<file path="src/rtl/vcfg_pkg.sv">
package vcfg_pkg;

  // Input multiplier code that asks for derivation instead of a value.
  localparam logic [2:0] LMUL_DERIVE = 3'b100;

  typedef struct packed {
    logic       bad;   // illegal configuration
    logic [2:0] sew;   // element-width code, SEW = 8 << sew
    logic [2:0] lmul;  // two's complement log2 of the multiplier
  } vtype_t;

  localparam vtype_t VTYPE_BAD = '{bad: 1'b1, sew: 3'd0, lmul: 3'd0};

  // Multiplier field to signed log2 (sign extension of the field).
  function automatic logic signed [3:0] lmul_log2(input logic [2:0] code);
    return signed'({code[2], code});
  endfunction

endpackage

</file>
<file path="src/rtl/vcfg_sew_check.sv">
module vcfg_sew_check #(
  parameter int ELEN = 64
) (
  input  logic [2:0] sew_i,
  output logic       ok_o
);
  localparam int MAX_CODE = $clog2(ELEN) - 3;

  always_comb begin
    ok_o = ({1'b0, sew_i} <= 4'(MAX_CODE));
  end
endmodule

</file>
<file path="src/rtl/vcfg_vlmax_calc.sv">
module vcfg_vlmax_calc #(
  parameter int VLEN = 128,
  parameter int VL_W = $clog2(VLEN) + 1
) (
  input  logic              [2:0]      sew_i,
  input  logic signed       [3:0]      lmul_log_i,
  output logic              [VL_W-1:0] vlmax_o,
  output logic                         fits_o
);
  localparam int VLEN_LOG = $clog2(VLEN);

  logic [7:0] expo;

  // log2(VLMAX) = log2(VLEN) - (3 + sew) + log2(LMUL)
  always_comb begin
    expo = 8'(VLEN_LOG) - 8'd3 - {5'd0, sew_i} + {{4{lmul_log_i[3]}}, lmul_log_i};
    fits_o  = ~expo[7];
    vlmax_o = fits_o ? (VL_W'(1) << expo[6:0]) : '0;
  end
endmodule

</file>
<file path="src/rtl/vcfg_derive.sv">
module vcfg_derive (
  input  logic        [2:0] new_sew_i,
  input  logic        [2:0] old_sew_i,
  input  logic signed [3:0] old_lmul_log_i,
  output logic signed [3:0] lmul_log_o,
  output logic              in_range_o
);
  logic [5:0] sum;

  // New log2(LMUL) = old log2(LMUL) + (new log2 SEW - old log2 SEW)
  always_comb begin
    sum = {3'd0, new_sew_i} - {3'd0, old_sew_i} + {{2{old_lmul_log_i[3]}}, old_lmul_log_i};
    in_range_o = ($signed(sum) >= -6'sd4) && ($signed(sum) <= 6'sd3);
    lmul_log_o = signed'(sum[3:0]);
  end
endmodule

</file>
<file path="src/rtl/vcfg_unit.sv">
module vcfg_unit
  import vcfg_pkg::*;
#(
  parameter int VLEN = 128,
  parameter int ELEN = 64,
  parameter int XLEN = 32,
  localparam int VL_W = $clog2(VLEN) + 1
) (
  input  logic            clk_i,
  input  logic            rst_ni,
  input  logic            exec_i,
  input  logic [2:0]      req_sew_i,
  input  logic [2:0]      req_lmul_i,
  input  logic [XLEN-1:0] avl_i,
  input  logic            rs1_zero_i,
  input  logic            rd_zero_i,
  output logic [VL_W-1:0] vl_o,
  output logic            vtype_ill_o,
  output logic [2:0]      vtype_sew_o,
  output logic [2:0]      vtype_lmul_o,
  output logic [VL_W-1:0] vlmax_o,
  output logic            trap_o
);

  vtype_t          vtype_q, vtype_d;
  logic [VL_W-1:0] vl_q, vl_d;
  logic            trap_q, trap_d;

  // ---------------- current configuration ----------------
  logic [VL_W-1:0] cur_vlmax_raw, cur_vlmax;
  logic            cur_fits;

  vcfg_vlmax_calc #(.VLEN(VLEN), .VL_W(VL_W)) u_cur_vlmax (
    .sew_i      (vtype_q.sew),
    .lmul_log_i (lmul_log2(vtype_q.lmul)),
    .vlmax_o    (cur_vlmax_raw),
    .fits_o     (cur_fits)
  );

  assign cur_vlmax = (vtype_q.bad || !cur_fits) ? '0 : cur_vlmax_raw;

  // ---------------- requested configuration ----------------
  logic               is_derive;
  logic               sew_ok;
  logic signed [3:0]  der_log;
  logic               der_ok;
  logic signed [3:0]  new_log;
  logic [VL_W-1:0]    new_vlmax_raw, new_vlmax;
  logic               new_fits, new_legal;

  assign is_derive = (req_lmul_i == LMUL_DERIVE);

  vcfg_sew_check #(.ELEN(ELEN)) u_sew_check (
    .sew_i (req_sew_i),
    .ok_o  (sew_ok)
  );

  vcfg_derive u_derive (
    .new_sew_i      (req_sew_i),
    .old_sew_i      (vtype_q.sew),
    .old_lmul_log_i (lmul_log2(vtype_q.lmul)),
    .lmul_log_o     (der_log),
    .in_range_o     (der_ok)
  );

  assign new_log = is_derive ? der_log : lmul_log2(req_lmul_i);

  vcfg_vlmax_calc #(.VLEN(VLEN), .VL_W(VL_W)) u_new_vlmax (
    .sew_i      (req_sew_i),
    .lmul_log_i (new_log),
    .vlmax_o    (new_vlmax_raw),
    .fits_o     (new_fits)
  );

  assign new_legal = sew_ok && new_fits && (!is_derive || der_ok);
  assign new_vlmax = new_legal ? new_vlmax_raw : '0;

  // ---------------- trap decision ----------------
  logic trap_bad_src, trap_range, trap_keep, trap_any;

  assign trap_bad_src = is_derive && vtype_q.bad;
  assign trap_range   = is_derive && !vtype_q.bad && !der_ok;
  assign trap_keep    = !is_derive && rs1_zero_i && rd_zero_i
                        && (new_vlmax != cur_vlmax);
  assign trap_any     = trap_bad_src || trap_range || trap_keep;

  // ---------------- new length ----------------
  logic [XLEN-1:0] avl_sel;
  logic [VL_W-1:0] vl_new;

  always_comb begin
    if (!rs1_zero_i)     avl_sel = avl_i;
    else if (!rd_zero_i) avl_sel = XLEN'(new_vlmax);
    else                 avl_sel = XLEN'(vl_q);
    vl_new = (avl_sel < XLEN'(new_vlmax)) ? avl_sel[VL_W-1:0] : new_vlmax;
  end

  // ---------------- next state ----------------
  always_comb begin
    vtype_d = vtype_q;
    vl_d    = vl_q;
    trap_d  = 1'b0;
    if (exec_i) begin
      if (trap_any) begin
        trap_d = 1'b1;
      end else if (new_legal) begin
        vtype_d = '{bad: 1'b0, sew: req_sew_i, lmul: new_log[2:0]};
        vl_d    = vl_new;
      end else begin
        vtype_d = VTYPE_BAD;
        vl_d    = '0;
      end
    end
  end

  // ---------------- registers ----------------
  always_ff @(posedge clk_i or negedge rst_ni) begin
    if (!rst_ni) begin
      vtype_q <= VTYPE_BAD;
      vl_q    <= '0;
      trap_q  <= 1'b0;
    end else begin
      vtype_q <= vtype_d;
      vl_q    <= vl_d;
      trap_q  <= trap_d;
    end
  end

  assign vl_o         = vl_q;
  assign vtype_ill_o  = vtype_q.bad;
  assign vtype_sew_o  = vtype_q.sew;
  assign vtype_lmul_o = vtype_q.lmul;
  assign vlmax_o      = cur_vlmax;
  assign trap_o       = trap_q;

  // ---------------- assertions ----------------
  // a trapping instruction leaves length and type untouched
  assert_trap_hold_R9: assert property (@(posedge clk_i) disable iff (!rst_ni)
    (exec_i && trap_any) |=> (trap_o && $stable(vl_o) && $stable(vtype_ill_o)
                              && $stable(vtype_sew_o) && $stable(vtype_lmul_o)));

  assert_bad_clear_R8: assert property (@(posedge clk_i) disable iff (!rst_ni)
    vtype_ill_o |-> (vtype_sew_o == 3'd0 && vtype_lmul_o == 3'd0 && vl_o == '0));

  assert_vl_bound_R3: assert property (@(posedge clk_i) disable iff (!rst_ni)
    vl_o <= vlmax_o);

  assert_idle_hold_R12: assert property (@(posedge clk_i) disable iff (!rst_ni)
    !exec_i |=> (!trap_o && $stable(vl_o) && $stable(vtype_ill_o)
                 && $stable(vtype_sew_o) && $stable(vtype_lmul_o)));

  assert_derive_ratio_R6: assert property (@(posedge clk_i) disable iff (!rst_ni)
    (exec_i && is_derive && !trap_any) |=> (vtype_ill_o || vlmax_o == $past(vlmax_o)));

endmodule

</file>
<file path="config.mk">
export PLATFORM = sky130hd
export DESIGN_NAME = vcfg_unit
export DESIGN_NICKNAME = d
export VERILOG_FILES = /design/src/rtl/vcfg_pkg.sv /design/src/rtl/vcfg_sew_check.sv /design/src/rtl/vcfg_vlmax_calc.sv /design/src/rtl/vcfg_derive.sv /design/src/rtl/vcfg_unit.sv
export SDC_FILE = /design/constraint.sdc
export NUM_CORES = 1
export LEC_CHECK = 0
export BUFFER_PORTS_ARGS = -buffer_cell sky130_fd_sc_hd__buf_4
export CAP_MARGIN = 20
export CORE_ASPECT_RATIO = 1.25
export CORE_MARGIN = 4
export CORE_UTILIZATION = 36
export CTS_CLUSTER_DIAMETER = 30
export DETAILED_ROUTE_END_ITERATION = 7
export PLACE_DENSITY = 0.6
export SYNTH_ARGS = -nofsm -noshare
export SYNTH_HDL_FRONTEND = slang
export SYNTH_SLANG_ARGS = --single-unit
</file>
<file path="constraint.sdc">
create_clock -name clk_i -period 13.9 [get_ports clk_i]
set_clock_uncertainty 0.15 [all_clocks]
set_input_delay 2.78 -clock clk_i [delete_from_list [all_inputs] [get_ports clk_i]]
set_output_delay 2.78 -clock clk_i [all_outputs]
set_load 0.05 [all_outputs]
</file>
==> results.json <==
{
  "critPathRequiredTime_ns": 13.91,
  "cts_buffers": 3,
  "end_kind": "flip-flop",
  "ys_types": 65,
  "fin_tns_setup_ns": 0,
  "grt_util_met1_pct": 23.8,
  "syn_inst": 288,
  "grt_use_total_pct": 17.8,
  "drive_gt1_share_pct": 26.8,
  "antenna_cells": 0,
  "yosysSeqAreaShare_pct": 16.8,
  "n_fill_cell": 654,
  "avgSynthCellArea_sq_um": 8.28,
  "report.final.slew_viol_count": 0,
  "post_cts_buffers": 0,
  "cp_num_buf_inv": 6,
  "first_iter_violations": 106,
  "gp_congestion": 0.894,
  "synth_edf_count": 0,
  "relSlewSlack_pct": 25.7,
  "dp.cells": 432,
  "htree_levels": 1,
  "synth-main-ff-cell": "dfrtp_1",
  "path_class": "input pin to flip-flop",
  "async_reset_ff_share_pct": 100,
  "overflow": 0,
  "status": "finished, final reports clean",
  "core_region_area_sq_um": 6290,
  "antenna_found_initial": 0,
  "wl_um": 6830,
  "cp_common_cell": "inv_1",
  "grt_util_met3_pct": 3.02,
  "die_area_sq_um": 8000,
  "syn_to_final_growth_pct": 25.7,
  "nets": 428,
  "leakagePower_uw": 0.00144,
  "numPortBuffers": 66,
  "insertion_delay_ns": 0.26,
  "fmax_mhz": 109,
  "vias_per_cell": 5.42,
  "ys_ff_latch": 16,
  "dp_hpwl_um": 5580,
  "synth_largest_area_cell": "dfrtp_1",
  "crit_path_max_incr_delay_ns": 0.51,
  "die_x_um": 80.8,
  "start_util_pct": 38.0,
  "worstHoldPathType": "flip-flop to flip-flop",
  "ctsResizeCount": 0,
  "stdcell_count": 436,
  "clock_path_buffers": 2,
  "netlist_top_cells_area": "dfrtp_1 (16%), ha_1 (14%), fa_1 (5.9%), inv_1 (5.5%), nand2_1 (4.6%)",
  "grt_max_degree": 21,
  "cts_tree": "built",
  "setup_viol": 0,
  "final-hold-violation-count": 0,
  "top_usage_layer": "met2",
  "postRouteAntennaNets": 0,
  "synth_top_area_share_pct": 15.7,
  "critPathMaxFanout": 8,
  "drv_cap": 0,
  "whs_ns": 0.404,
  "worstMarginPinSlew_ns": 1.11,
  "fin_crit_sh_pct": 65.9,
  "rsz0062_at_grt": "no",
  "vias": 2361,
  "startpoint_type": "input pin",
  "rows": 32,
  "fp.dieH_um": 99.0,
  "crit_family": "compound AO/OA/AOI/OAI gates",
  "finalWorstSetupSlack_ns": 4.74,
  "grt_pass1_wl_um": 11400,
  "clkTransAtPathRegs_ns": 0.08,
  "critPathSlowestCell": "o31a_1",
  "route.detailed.drc": 0,
  "io_pins": 67,
  "clkSinkCount": 16,
  "p_per_area_nw_per_um2": 86.7,
  "firstDrtPassIters": 4,
  "synth_nets": 364,
  "vdd_ir_drop_max_mv": 0.0455,
  "syn_area_sq_um": 2390,
  "arrival_ns": 9.16,
  "met2_usage_pct": 29.2,
  "dpl_worst_slack_ns": 4.48,
  "cts_root_buf": "clkbuf_8",
  "grt_pass1_vias": 2413,
  "cts_hold_buf": 0,
  "period_needed_ns": 9.16,
  "synth_warnings": 0,
  "wl_per_cell_um": 15.7
}
[synth_stat cells, types with 2 or more instances]
cell type	n
nand2_1	29
a21oi_1	12
xor2_1	6
nor2_1	20
ha_1	26
mux2_2	2
clkbuf_1	3
o21ai_0	5
o211ai_1	9
nor4_1	7
mux2i_1	10
a22o_2	9
o21a_1	5
nand4_1	4
a21o_1	6
a31oi_1	3
nor3b_1	6
and2_1	2
o211a_1	2
nor3_1	5
o21bai_1	2
a22o_1	3
nand3_1	5
or3b_1	2
inv_1	35
fa_1	7
dfrtp_1	15
o22ai_1	3
buf_6	2
nor2b_1	3
xnor2_1	4
and3_1	3
[metal layers]
layer | wire length, um | vias up
met4 | 159 | 0
met3 | 480 | 16
met5 | 0 | -
met2 | 3170 | 90
met1 | 3030 | 1079
li1 | - | 1176
[layout by cell type (no fill, tap or decap), types with 6 or more instances in the layout]
cell | Yosys | routed
a21o_1 | 6 | 6
inv_1 | 35 | 35
o211ai_1 | 9 | 9
dfrtp_1 | 15 | 15
mux2i_1 | 10 | 10
a22o_2 | 9 | 9
nand2_1 | 29 | 29
ha_1 | 26 | 26
buf_4 | 0 | 66
nor3b_1 | 6 | 6
a21oi_1 | 12 | 12
xor2_1 | 6 | 6
fa_1 | 7 | 7
nor2_1 | 20 | 20
nor4_1 | 7 | 7
[logic make-up after synthesis]
kind of cell	share of synthesized area [%]
compound gates	24.3
simple gates	22.1
fa+ha+maj	19.5
flops	16.8
buf+inv	7.29
xor+xnor	3.67
mux	6.24
[registers in the layout (all words and copies together) (netlist names)]
register      cells
vl_o              8
vtype_lmul_o      3
vtype_sew_o       3
trap_o            1
vtype_ill_o       1
[stage by stage]
step           utilization, %  power, uW  instance area, sq um
2_1_floorplan               -        171                  2390
3_3_place_gp             46.9        213                  2950
3_5_place_dp             46.9        214                  2950
4_1_cts                  47.7        261                  3000
5_1_grt                  47.7        280                  3000
6_report                 47.7        260                  3000
[report_power, final]
group / internal (uW) / total [uW] / switching [uW]
Sequential: 51.2 / 56.9 / 5.71
Clock: 25.3 / 46.5 / 21.2
Combinational: 60.5 / 157 / 96.1
Total: 137 / 260 / 123
[area by class of cell]
cell class | count | area [sq um] | share of cell area, %
multi-input combinational | 230 | 1810 | 60.3
timing repair buffer | 66 | 495 | 16.5
sequential | 16 | 402 | 13.4
inverter | 35 | 131 | 4.38
tap | 85 | 106 | 3.54
clock buffer | 4 | 55.1 | 1.83
[final timing paths]
check | slack (ns) | end | cells after the start | startpoint
max | 4.74 | vl_o[0] | 27 | req_sew_i[0]
min reg2reg | 0.40 | vl_o[7] | 1 | vl_o[7]
max reg2reg | 6.97 | vl_o[0] | 25 | vtype_sew_o[0]
max in group asynchronous | 11.10 | vtype_ill_o | 1 | rst_ni
min in group asynchronous | 2.23 | vtype_lmul_o[2] | 1 | rst_ni
min | 0.40 | vl_o[7] | 1 | vl_o[7]
No activity file was read; power rests on OpenSTA's default activity.
